`src/rtl/limstat_pkg.sv`:
```
package limstat_pkg;
  localparam int unsigned CMP_W       = 16;
  localparam int unsigned ADR_STAT_A  = 0;
  localparam int unsigned ADR_STAT_B  = 1;
  localparam int unsigned ADR_MASK_A  = 2;
  localparam int unsigned ADR_MASK_B  = 3;
  localparam int unsigned ADR_ANA     = 4;   // pairs: high, low
  localparam int unsigned ADR_FAN     = 16;  // pairs: low byte, high byte

  function automatic logic exceeds_high(input logic [CMP_W-1:0] v,
                                        input logic [CMP_W-1:0] lim);
    return v > lim;
  endfunction

  function automatic logic reaches_low(input logic [CMP_W-1:0] v,
                                       input logic [CMP_W-1:0] lim);
    return v <= lim;
  endfunction
endpackage

```
`src/rtl/lim_regs.sv`:
```
module lim_regs
  import limstat_pkg::*;
#(
  parameter int unsigned N_ANA  = 5,
  parameter int unsigned N_FAN  = 2,
  parameter int unsigned N_EXT  = 6,
  parameter int unsigned ANA_W  = 8,
  parameter int unsigned FAN_W  = 16,
  parameter int unsigned ADDR_W = 5,
  parameter int unsigned DATA_W = 8
) (
  input  logic                             clk,
  input  logic                             rst_n,
  input  logic                             wr_en,
  input  logic [ADDR_W-1:0]                addr,
  input  logic [DATA_W-1:0]                wr_data,
  output logic [N_ANA-1:0][ANA_W-1:0]      ana_hi,
  output logic [N_ANA-1:0][ANA_W-1:0]      ana_lo,
  output logic [N_FAN-1:0][FAN_W-1:0]      fan_lim,
  output logic [N_FAN-1:0]                 fan_commit,
  output logic [N_ANA+N_FAN-1:0]           mask_a,
  output logic [N_EXT-1:0]                 mask_b
);
  localparam int unsigned N_MEAS = N_ANA + N_FAN;
  localparam int unsigned HI_W   = FAN_W - DATA_W;

  always_ff @(posedge clk or negedge rst_n) begin
    if (!rst_n) begin
      mask_a <= '0;
      mask_b <= '0;
    end else if (wr_en) begin
      if (addr == ADDR_W'(ADR_MASK_A)) mask_a <= wr_data[N_MEAS-1:0];
      if (addr == ADDR_W'(ADR_MASK_B)) mask_b <= wr_data[N_EXT-1:0];
    end
  end

  for (genvar k = 0; k < N_ANA; k++) begin : g_ana
    localparam logic [ADDR_W-1:0] A_HI = ADDR_W'(ADR_ANA + 2*k);
    localparam logic [ADDR_W-1:0] A_LO = ADDR_W'(ADR_ANA + 2*k + 1);
    always_ff @(posedge clk or negedge rst_n) begin
      if (!rst_n) begin
        ana_hi[k] <= '1;
        ana_lo[k] <= '0;
      end else if (wr_en) begin
        if (addr == A_HI) ana_hi[k] <= wr_data[ANA_W-1:0];
        if (addr == A_LO) ana_lo[k] <= wr_data[ANA_W-1:0];
      end
    end
  end

  for (genvar f = 0; f < N_FAN; f++) begin : g_fan
    localparam logic [ADDR_W-1:0] A_LB = ADDR_W'(ADR_FAN + 2*f);
    localparam logic [ADDR_W-1:0] A_HB = ADDR_W'(ADR_FAN + 2*f + 1);
    logic [DATA_W-1:0] shadow_q;
    logic              lo_wr;
    assign lo_wr         = wr_en && (addr == A_LB);
    assign fan_commit[f] = wr_en && (addr == A_HB);
    always_ff @(posedge clk or negedge rst_n) begin
      if (!rst_n) begin
        shadow_q   <= '1;
        fan_lim[f] <= '1;
      end else begin
        if (lo_wr)         shadow_q   <= wr_data;
        if (fan_commit[f]) fan_lim[f] <= {wr_data[HI_W-1:0], shadow_q};
      end
    end
  end
endmodule

```
`src/rtl/lim_compare.sv`:
```
module lim_compare
  import limstat_pkg::*;
#(
  parameter int unsigned N_ANA = 5,
  parameter int unsigned N_FAN = 2,
  parameter int unsigned ANA_W = 8,
  parameter int unsigned FAN_W = 16,
  parameter int unsigned CH_W  = 3
) (
  input  logic                         valid,
  input  logic [CH_W-1:0]              ch,
  input  logic [FAN_W-1:0]             val,
  input  logic [N_ANA-1:0][ANA_W-1:0]  ana_hi,
  input  logic [N_ANA-1:0][ANA_W-1:0]  ana_lo,
  input  logic [N_FAN-1:0][FAN_W-1:0]  fan_lim,
  output logic [N_ANA+N_FAN-1:0]       upd,
  output logic [N_ANA+N_FAN-1:0]       hit
);
  logic [CMP_W-1:0] ana_v;
  logic [CMP_W-1:0] fan_v;
  assign ana_v = CMP_W'(val[ANA_W-1:0]);
  assign fan_v = CMP_W'(val);

  for (genvar k = 0; k < N_ANA; k++) begin : g_ana
    logic sel;
    assign sel    = valid && (ch == CH_W'(k));
    assign upd[k] = sel;
    assign hit[k] = sel && (exceeds_high(ana_v, CMP_W'(ana_hi[k])) ||
                            reaches_low(ana_v, CMP_W'(ana_lo[k])));
  end

  for (genvar f = 0; f < N_FAN; f++) begin : g_fan
    logic sel;
    assign sel            = valid && (ch == CH_W'(N_ANA + f));
    assign upd[N_ANA + f] = sel;
    assign hit[N_ANA + f] = sel && exceeds_high(fan_v, CMP_W'(fan_lim[f]));
  end
endmodule

```
`src/rtl/sticky_bank.sv`:
```
module sticky_bank #(
  parameter int unsigned W        = 7,
  parameter bit          TRACK_LAST = 1'b1
) (
  input  logic         clk,
  input  logic         rst_n,
  input  logic [W-1:0] upd,
  input  logic [W-1:0] hit,
  input  logic         clr,
  output logic [W-1:0] st_q
);
  logic [W-1:0] live_nx;

  if (TRACK_LAST) begin : g_track
    logic [W-1:0] live_q;
    assign live_nx = (upd & hit) | (~upd & live_q);
    always_ff @(posedge clk or negedge rst_n) begin
      if (!rst_n) live_q <= '0;
      else        live_q <= live_nx;
    end
  end else begin : g_level
    logic [W-1:0] upd_unused;
    assign upd_unused = upd;
    assign live_nx    = hit;
  end

  always_ff @(posedge clk or negedge rst_n) begin
    if (!rst_n) st_q <= '0;
    else        st_q <= hit | (st_q & (~{W{clr}} | live_nx));
  end
endmodule

```
`src/rtl/limit_alert_ctrl.sv`:
```
module limit_alert_ctrl
  import limstat_pkg::*;
#(
  parameter int unsigned N_ANA  = 5,
  parameter int unsigned N_FAN  = 2,
  parameter int unsigned N_EXT  = 6,
  parameter int unsigned ANA_W  = 8,
  parameter int unsigned FAN_W  = 16,
  parameter int unsigned ADDR_W = 5,
  parameter int unsigned DATA_W = 8
) (
  input  logic              clk,
  input  logic              rst_n,
  input  logic              wr_en,
  input  logic              rd_en,
  input  logic [ADDR_W-1:0] addr,
  input  logic [DATA_W-1:0] wr_data,
  output logic [DATA_W-1:0] rd_data,
  input  logic              meas_valid,
  input  logic [2:0]        meas_ch,
  input  logic [FAN_W-1:0]  meas_val,
  input  logic [N_EXT-1:0]  fault_in,
  output logic              alert_n
);
  localparam int unsigned N_MEAS = N_ANA + N_FAN;
  localparam int unsigned CH_W   = 3;

  logic [N_ANA-1:0][ANA_W-1:0] ana_hi, ana_lo;
  logic [N_FAN-1:0][FAN_W-1:0] fan_lim;
  logic [N_FAN-1:0]            fan_commit;
  logic [N_MEAS-1:0]           mask_a;
  logic [N_EXT-1:0]            mask_b;
  logic [N_MEAS-1:0]           upd_meas, hit_meas, st_meas, mask_meas;
  logic [N_EXT-1:0]            st_ext;
  logic                        rd_a_ev, rd_b_ev, unmasked_any;
  logic [DATA_W-1:0]           stat_a, stat_b;

  assign rd_a_ev = rd_en && (addr == ADDR_W'(ADR_STAT_A));
  assign rd_b_ev = rd_en && (addr == ADDR_W'(ADR_STAT_B));

  lim_regs #(.N_ANA(N_ANA), .N_FAN(N_FAN), .N_EXT(N_EXT), .ANA_W(ANA_W),
             .FAN_W(FAN_W), .ADDR_W(ADDR_W), .DATA_W(DATA_W)) u_regs (
    .clk(clk), .rst_n(rst_n), .wr_en(wr_en), .addr(addr), .wr_data(wr_data),
    .ana_hi(ana_hi), .ana_lo(ana_lo), .fan_lim(fan_lim),
    .fan_commit(fan_commit), .mask_a(mask_a), .mask_b(mask_b));

  lim_compare #(.N_ANA(N_ANA), .N_FAN(N_FAN), .ANA_W(ANA_W), .FAN_W(FAN_W),
                .CH_W(CH_W)) u_cmp (
    .valid(meas_valid), .ch(meas_ch), .val(meas_val), .ana_hi(ana_hi),
    .ana_lo(ana_lo), .fan_lim(fan_lim), .upd(upd_meas), .hit(hit_meas));

  sticky_bank #(.W(N_MEAS), .TRACK_LAST(1'b1)) u_st_meas (
    .clk(clk), .rst_n(rst_n), .upd(upd_meas), .hit(hit_meas),
    .clr(rd_a_ev), .st_q(st_meas));

  sticky_bank #(.W(N_EXT), .TRACK_LAST(1'b0)) u_st_ext (
    .clk(clk), .rst_n(rst_n), .upd({N_EXT{1'b1}}), .hit(fault_in),
    .clr(rd_b_ev), .st_q(st_ext));

  // channel k lives at register bit N_MEAS-1-k
  always_comb begin
    stat_a         = '0;
    stat_a[N_MEAS] = |st_ext;
    for (int k = 0; k < N_MEAS; k++) begin
      stat_a[N_MEAS-1-k] = st_meas[k];
      mask_meas[k]       = mask_a[N_MEAS-1-k];
    end
    stat_b = DATA_W'(st_ext);
  end

  assign unmasked_any = (|(st_meas & ~mask_meas)) || (|(st_ext & ~mask_b));
  assign alert_n      = ~unmasked_any;

  always_comb begin
    rd_data = '0;
    if (addr == ADDR_W'(ADR_STAT_A)) rd_data = stat_a;
    if (addr == ADDR_W'(ADR_STAT_B)) rd_data = stat_b;
    if (addr == ADDR_W'(ADR_MASK_A)) rd_data = DATA_W'(mask_a);
    if (addr == ADDR_W'(ADR_MASK_B)) rd_data = DATA_W'(mask_b);
    for (int k = 0; k < N_ANA; k++) begin
      if (addr == ADDR_W'(ADR_ANA + 2*k))     rd_data = DATA_W'(ana_hi[k]);
      if (addr == ADDR_W'(ADR_ANA + 2*k + 1)) rd_data = DATA_W'(ana_lo[k]);
    end
    for (int f = 0; f < N_FAN; f++) begin
      if (addr == ADDR_W'(ADR_FAN + 2*f))     rd_data = fan_lim[f][DATA_W-1:0];
      if (addr == ADDR_W'(ADR_FAN + 2*f + 1)) rd_data = fan_lim[f][FAN_W-1:DATA_W];
    end
  end
endmodule

```
`config.mk`:
```
export PLATFORM = sky130hd
export DESIGN_NAME = limit_alert_ctrl
export DESIGN_NICKNAME = d
export VERILOG_FILES = /design/src/rtl/limstat_pkg.sv /design/src/rtl/lim_regs.sv /design/src/rtl/lim_compare.sv /design/src/rtl/sticky_bank.sv /design/src/rtl/limit_alert_ctrl.sv
export SDC_FILE = /design/constraint.sdc
export NUM_CORES = 1
export LEC_CHECK = 0
export ABC_AREA = 1
export BUFFER_PORTS_ARGS = -buffer_cell sky130_fd_sc_hd__buf_4
export CAP_MARGIN = 5
export CORE_MARGIN = 10
export CORE_UTILIZATION = 35
export CTS_CLUSTER_SIZE = 12
export DETAILED_ROUTE_END_ITERATION = 7
export SLEW_MARGIN = 30
export SYNTH_ARGS = -nofsm -noshare
export SYNTH_HDL_FRONTEND = slang
export SYNTH_SLANG_ARGS = --single-unit
```
`constraint.sdc`:
```
create_clock -name clk -period 1.7 [get_ports clk]
set_input_delay 0.085 -clock clk [delete_from_list [all_inputs] [get_ports clk]]
set_output_delay 0.085 -clock clk [all_outputs]
set_load 0.03 [all_outputs]
```
# [After elaboration in Yosys (flattened, before gate mapping)]
# Cells that the tools add are included.
[word_totals] reg_bits=161 latchBits=0 ramBits=0 rom_bits=0 n_memories=0
[classes] add_sub_neg=0 mul=0 div_mod_pow=0 order_cmp=12 n_eq_ne=23 n_shift=0 muxes=18 bitwise=17 n_reduce_logical=43
[ops] operator="2-to-1 mux 8 bit" count=18
[ops] operator="> comparator 8 bit" count=5
[ops] operator="<= comparator 8 bit" count=5
[ops] operator="> comparator 16 bit" count=2
[ops] operator="== test 5 x 4 -> 1 bit (second input constant)" count=6
[ops] operator="AND 7 bit" count=4
[ops] operator="AND reduction 2 bit" count=12
[ops] operator="inverter 7 bit" count=3
[ops] operator="OR 7 bit" count=3
[ops] operator="== test 5 x 3 -> 1 bit (second input constant)" count=4
[ops] operator="== test 5 bit (second input constant)" count=4
[ops] operator="logical AND 1 bit" count=20
[ops] operator="AND 6 bit" count=2
[ops] operator="inverter 6 bit" count=2
[ops] operator="OR 6 bit" count=2
[ops] operator="OR reduction 6 bit" count=2
[ops] operator="== test 5 x 2 -> 1 bit (second input constant)" count=2
[ops] operator="== test 3 bit (second input constant)" count=3
[ops] operator="OR reduction 7 bit" count=1
[ops] operator="== test 3 x 2 -> 1 bit (second input constant)" count=2
[ops] operator="logical OR 1 bit" count=6
[ops] operator="== test 5 x 1 -> 1 bit (second input constant)" count=1
[ops] operator="logical NOT 5 bit" count=1
[ops] operator="== test 3 x 1 -> 1 bit (second input constant)" count=1
[ops] operator="other kinds (2)" count=2

# [Depth between registers and ports, before layout]
[logic_depth] word_depth=19 mapped_depth=15 mapped_depth_nobuf=15

# [Modules after synthesis]
# A second synthesis with hierarchy kept.
[unflattened] hier_cells=1621 area_unflattened_um2=11364.6
[by_module_without_submodules] mod="lim_regs" n_inst=1 cells_each=655 area_per_inst_um2=5823.1 seq_area_each_um2=3638.5
[by_module_without_submodules] mod="lim_compare" n_inst=1 cells_each=517 area_per_inst_um2=3140.5 seq_area_each_um2=0.0
[by_module_without_submodules] mod="limit_alert_ctrl" n_inst=1 cells_each=354 area_per_inst_um2=1610.3 seq_area_each_um2=0.0
[by_module_without_submodules] mod="sticky_bank (u_st_meas)" n_inst=1 cells_each=70 area_per_inst_um2=569.3 seq_area_each_um2=350.3
[by_module_without_submodules] mod="sticky_bank (u_st_ext)" n_inst=1 cells_each=25 area_per_inst_um2=221.5 seq_area_each_um2=150.1

# [Worst setup path after synthesis]
# Ideal clock, no wire load.
[synth_path] kind="reg-to-output" from="register u_st_ext.st_q[4]" to="output port alert_n" arrival_time_ns=2.321 t_required_ns=1.615 setup_slack_ns=-0.706 path_stages_with_launch=6 cell_sequence="dfrtp_1 inv_1 o22ai_1 a221oi_1 o2111ai_1 a2111oi_0"
[synth_via] elab_chain_cells=4
[synth_lines] item="from (decl)" line_no="sticky_bank.sv:10" rtl="output logic [W-1:0] st_q"
[synth_lines] item="from (signal assigned)" line_no="sticky_bank.sv:29" rtl="else st_q <= hit | (st_q & (~{W{clr}} | live_nx));"
[synth_lines] item="AND 6 bit" line_no="limit_alert_ctrl.sv:71" rtl="assign unmasked_any = (|(st_meas & ~mask_meas)) || (|(st_ext & ~mask_b));"
[synth_lines] item="OR reduction 6 bit" line_no="limit_alert_ctrl.sv:71"
[synth_lines] item="logical OR 1 bit" line_no="limit_alert_ctrl.sv:71"
[synth_lines] item="inverter 1 bit" line_no="limit_alert_ctrl.sv:72" rtl="assign alert_n = ~unmasked_any;"
[synth_lines] item="to (decl)" line_no="limit_alert_ctrl.sv:23" rtl="output logic alert_n"
# Every way passes these cells.

# [Worst setup path after layout]
[layout_path] from="register u_st_ext.st_q[1]" to="output port rd_data[7]"
[layout_via] elab_chain_cells=19
[layout_lines] item="OR reduction 6 bit" line_no="limit_alert_ctrl.sv:63" rtl="stat_a[N_MEAS] = |st_ext;"
[layout_lines] item="2-to-1 mux 8 bit" line_no="limit_alert_ctrl.sv:76" rtl="if (addr == ADDR_W'(ADR_STAT_A)) rd_data = stat_a;"
[layout_lines] item="2-to-1 mux 8 bit" line_no="limit_alert_ctrl.sv:77" rtl="if (addr == ADDR_W'(ADR_STAT_B)) rd_data = stat_b;"
[layout_lines] item="2-to-1 mux 8 bit" line_no="limit_alert_ctrl.sv:78" rtl="if (addr == ADDR_W'(ADR_MASK_A)) rd_data = DATA_W'(mask_a);"
[layout_lines] item="2-to-1 mux 8 bit" line_no="limit_alert_ctrl.sv:79" rtl="if (addr == ADDR_W'(ADR_MASK_B)) rd_data = DATA_W'(mask_b);"
[layout_lines] item="2-to-1 mux 8 bit" line_no="limit_alert_ctrl.sv:81" rtl="if (addr == ADDR_W'(ADR_ANA + 2*k)) rd_data = DATA_W'(ana_hi[k]);"
[layout_lines] item="2-to-1 mux 8 bit" line_no="limit_alert_ctrl.sv:82" rtl="if (addr == ADDR_W'(ADR_ANA + 2*k + 1)) rd_data = DATA_W'(ana_lo[k]);"
[layout_lines] item="2-to-1 mux 8 bit" line_no="limit_alert_ctrl.sv:81"
[layout_lines] item="(+3 left out)"
[layout_lines] item="2-to-1 mux 8 bit" line_no="limit_alert_ctrl.sv:81"
[layout_lines] item="2-to-1 mux 8 bit" line_no="limit_alert_ctrl.sv:82"
[layout_lines] item="2-to-1 mux 8 bit" line_no="limit_alert_ctrl.sv:81"
[layout_lines] item="2-to-1 mux 8 bit" line_no="limit_alert_ctrl.sv:82"
[layout_lines] item="2-to-1 mux 8 bit" line_no="limit_alert_ctrl.sv:85" rtl="if (addr == ADDR_W'(ADR_FAN + 2*f)) rd_data = fan_lim[f][DATA_W-1:0];"
[layout_lines] item="2-to-1 mux 8 bit" line_no="limit_alert_ctrl.sv:86" rtl="if (addr == ADDR_W'(ADR_FAN + 2*f + 1)) rd_data = fan_lim[f][FAN_W-1:DATA_W];"
[layout_lines] item="2-to-1 mux 8 bit" line_no="limit_alert_ctrl.sv:85"
[layout_lines] item="2-to-1 mux 8 bit" line_no="limit_alert_ctrl.sv:86"
[layout_lines] item="to (decl)" line_no="limit_alert_ctrl.sv:18" rtl="output logic [DATA_W-1:0] rd_data,"
# Every way passes these cells.

==> flow_metrics.py <==
metrics = {
    "drt": {
        "drt_drc_violations_left": 0,
        "top_signal_layer_used": "met4",
        "ant_nets": 0,
        "finalWirelength_mm": 34.4,
        "routed-wl-met3_mm": 1.69,
        "wl_met2_mm": 16.2,
        "routedLengthMet1_mm": 15.6,
        "wl_per_cell_um": 17.5,
        "post_drt_via_cell_ratio": 4.96,
        "drt-initial-drc-count": 903,
        "routed-via-count": 9719,
        "detailed_routing_iteration_count_for_the_pre_antenna_repair_pass": 7,
    },
    "synthesis": {
        "distinct_cells_synth": 34,
        "synthesis.nets": 1444,
        "number_of_synthesized_register_bits": 161,
        "post_synth_instance_area_mm2": 0.0100,
        "yosys_warnings": 0,
        "synthesized_area_per_cell_um2": 7.76,
        "seq_area_frac_synth": 0.414,
        "syn-instance-count": 1289,
    },
    "cells_and_area": {
        "fin_cells": 1960,
        "layout.cells.most_common_list": "336 x nand2_1, 257 x buf_4, 158 x inv_1, 141 x o21ai_0, 88 x dfstp_2",
        "layout_area_overhead_pct": 40.2,
        "area.sequential_mm2": 0.00414,
        "insertedDiodeCount": 0,
        "finish.net_count": 1724,
        "layout.cells.most_common": "nand2_1",
        "final_util": 0.501,
        "multiInputGateArea_mm2": 0.00573,
        "design_area_mm2": 0.0140,
        "fillers": 2625,
        "post_route_cells_drive_above_1_share": 0.346,
    },
    "clock_network": {
        "root_buffer": "clkbuf_16",
        "clock_pin_transition_on_the_worst_setup_and_hold_timing_paths_ps": 70,
        "cts_htree_levels": 4,
        "numCtsBuffers": 17,
        "insertion_delay_ps": 440,
        "cts_sinks": 161,
        "tritoncts": "built",
        "clk_path_buf_depth": 2,
    },
    "power_and_ir_drop": {
        "total_power_mw": 13.9,
        "power_per_cell_area_mw_per_mm2": 992,
        "leakage_nw": 6.64,
        "vdd_ir_drop_max_v": 0.000664,
    },
    "run_status": {
        "failed_checks": "setup timing",
        "status": "finished with violations",
    },
    "floorplanning": {
        "pin_count": 52,
        "die_width_um": 189,
        "num_rows": 61,
        "floorplan.initialDensity": 0.357,
        "die_height_um": 189,
        "floorplan_die_area_mm2": 0.0357,
        "fp.coreArea_mm2": 0.0280,
    },
    "timing": {
        "unrepaired_setup_endpoints_after_global_routing": "true",
        "worst_slew_margin_rel": 0.664,
        "finalHoldViolations": 0,
        "finalSetupViolations": 22,
        "final.setup_skew_ps": 10.8,
        "report.final.slew_viol_count": 0,
        "layout_worst_path_cycle_share": 1.39,
        "post_layout_min_period_ps": 2370,
        "clock.fmax_mhz": 422,
        "tightest_slew_ps": 503,
        "final.setup.tns_ps": -7050,
        "setup_slack_ps": -667,
    },
    "global_route": {
        "grt_total_usage": 0.191,
        "grt_max_degree": 49,
        "global_route.overflow_total": 0,
        "antenna_found_initial": 0,
        "grt_first_pass_wirelength_mm": 53.3,
        "grt_pass1_vias": 9541,
    },
    "placement": {
        "detailedPlacementHpwl_mm": 24.7,
        "place_area_mm2": 0.0125,
        "gp_congestion": 0.920,
        "dpl.cell_count": 1906,
        "io_buffer_count": 51,
    },
    "worst_setup_path": {
        "worst_ep_required_time_ps": 1620,
        "critical_path_buf_inv_count": 1,
        "critical_path_peak_fanout": 2,
        "timing.critical_path.max_delay_family": "simple AND/OR/NAND/NOR gates",
        "timing.critical_path.arrival_ps": 2280,
        "crit_path_end_kind": "output port",
        "cpMaxStageDelayCell": "dfrtp_1",
        "crit_chain": "nor2_1, nand3_1, o21ai_2, o211ai_1, nor2_1, nand3_1, o22ai_2, nand4_1, nor2_1, nand4_1, buf_6",
        "slowest_delay_ps": 380,
        "timing_worst_setup_path_type": "flip-flop to output port",
        "worst_setup_start_kind": "flip-flop",
        "critPathMostFrequentCell": "nor2_1",
    },
    "worst_hold_path": {
        "hold_class": "input pin to flip-flop",
    },
    "job": {
        "cap_violations": 0,
    },
}
-- sequential cells by signal, indices dropped and copies added (netlist names) --
register,count
u_regs.fan_lim,32
u_regs.mask_a,7
u_regs.ana_lo,40
u_regs.ana_hi,40
u_st_ext.st_q,6
u_st_meas.g_track.live_q,7
u_regs.mask_b,6
u_regs.g_fan.shadow_q,16
u_st_meas.st_q,7
-- worst min-delay path, cell delays in order --
cell and delay, ps:
buf_4 110, inv_1 40, nor2_1 60, nand3_1 100
nand2_1 50
-- cell type report --
class,count,area share
flip-flops and latches,161,0.295
clock inverters,14,0.00999
repair buffers,292,0.171
inverters,188,0.0507
well taps,378,0.0337
clock buffers,18,0.0313
multi-input cells,909,0.409
-- logic make-up (layout without fill, tap and decap cells) --
| family | Yosys count | count (layout) | share of synthesized area |
|---|---|---|---|
| adders and majority gates | 112 | 112 | 0.140 |
| and+or+nand+nor | 537 | 537 | 0.221 |
| buffers and inverters | 219 | 512 | 0.0834 |
| AOI/OAI and AO/OA | 258 | 258 | 0.139 |
| muxes | 2 | 2 | 0.00225 |
| DFF | 161 | 161 | 0.414 |
-- repair_timing --
item	4_1_cts	5_1_grt
setup buffers	12	5
hold buffers	9	0
hold endpoints to repair	84	0
pin swaps	50	56
resized for setup	95	60
endpoints found under the setup margin	23	23
-- per-stage QoR --
step                hold WS [ps]  setup slack, ps
finish                      51.0             -667
global route                83.4             -805
CTS                         45.9             -672
detailed placement         -20.1             -477
global placement           -26.0             -448
floorplan                   -211            -97.1
-- path summary, 6_finish.rpt --
path | from | to | slack, ps | cells after the start
max reg2reg | u_regs.ana_hi[10] | u_st_meas.st_q[1] | -350 | 10
max | u_st_ext.st_q[1] | rd_data[7] | -670 | 11
max in group asynchronous | rst_n | u_regs.fan_lim[7] | 940 | 3
min in group asynchronous | rst_n | u_regs.ana_lo[17] | 80 | 2
min reg2reg | u_regs.ana_lo[5] | u_regs.ana_lo[5] | 490 | 2
min | meas_valid | u_st_meas.g_track.live_q[2] | 50 | 5
-- synthesized netlist by cell type --
| master | instances | area share |
|---|---|---|
| o22ai_1 | 3 | 0.0019 |
| mux2_2 | 2 | 0.0023 |
| or2_2 | 2 | 0.0013 |
| a21oi_1 | 63 | 0.032 |
| nor2_2 | 7 | 0.0044 |
| o211ai_1 | 4 | 0.0030 |
| nor2_1 | 90 | 0.034 |
| a221oi_1 | 3 | 0.0026 |
| nand3b_1 | 2 | 0.0015 |
| inv_2 | 2 | 0.00075 |
| ha_1 | 112 | 0.14 |
| o41ai_1 | 2 | 0.0018 |
| o311ai_0 | 1 | 0.00088 |
| nor3_1 | 9 | 0.0045 |
| nand2_2 | 1 | 0.00063 |
| a21o_1 | 1 | 0.00075 |
| buf_6 | 1 | 0.0011 |
| inv_1 | 186 | 0.070 |
| nor2_4 | 3 | 0.0034 |
| a211oi_1 | 1 | 0.00075 |
| nand2_1 | 353 | 0.13 |
| nand3_1 | 35 | 0.018 |
| dfrtp_1 | 73 | 0.18 |
| o21bai_1 | 7 | 0.0053 |
| buf_2 | 4 | 0.0020 |
| o2111ai_1 | 2 | 0.0018 |
| o21a_1 | 5 | 0.0038 |
| a31oi_1 | 2 | 0.0013 |
| clkbuf_1 | 26 | 0.0098 |
| o21ai_0 | 159 | 0.080 |
| nand4_1 | 35 | 0.022 |
| dfstp_2 | 88 | 0.23 |
| o221ai_1 | 4 | 0.0035 |
| a2111oi_0 | 1 | 0.00088 |
-- power by group --
group / internal (mW) / switching [mW] / total, mW
logic: 2.25 / 2.46 / 4.70
clock network: 2.10 / 1.79 / 3.89
registers: 4.84 / 0.468 / 5.31
total: 9.19 / 4.71 / 13.9
-- routing by layer --
metal  vias up  track usage
li1       4786            -
met1      4640        0.254
met2       233        0.311
met3        60       0.0300
met4         0       0.0629
met5         -            0
Note: power is estimated with default switching activity, not from simulation.
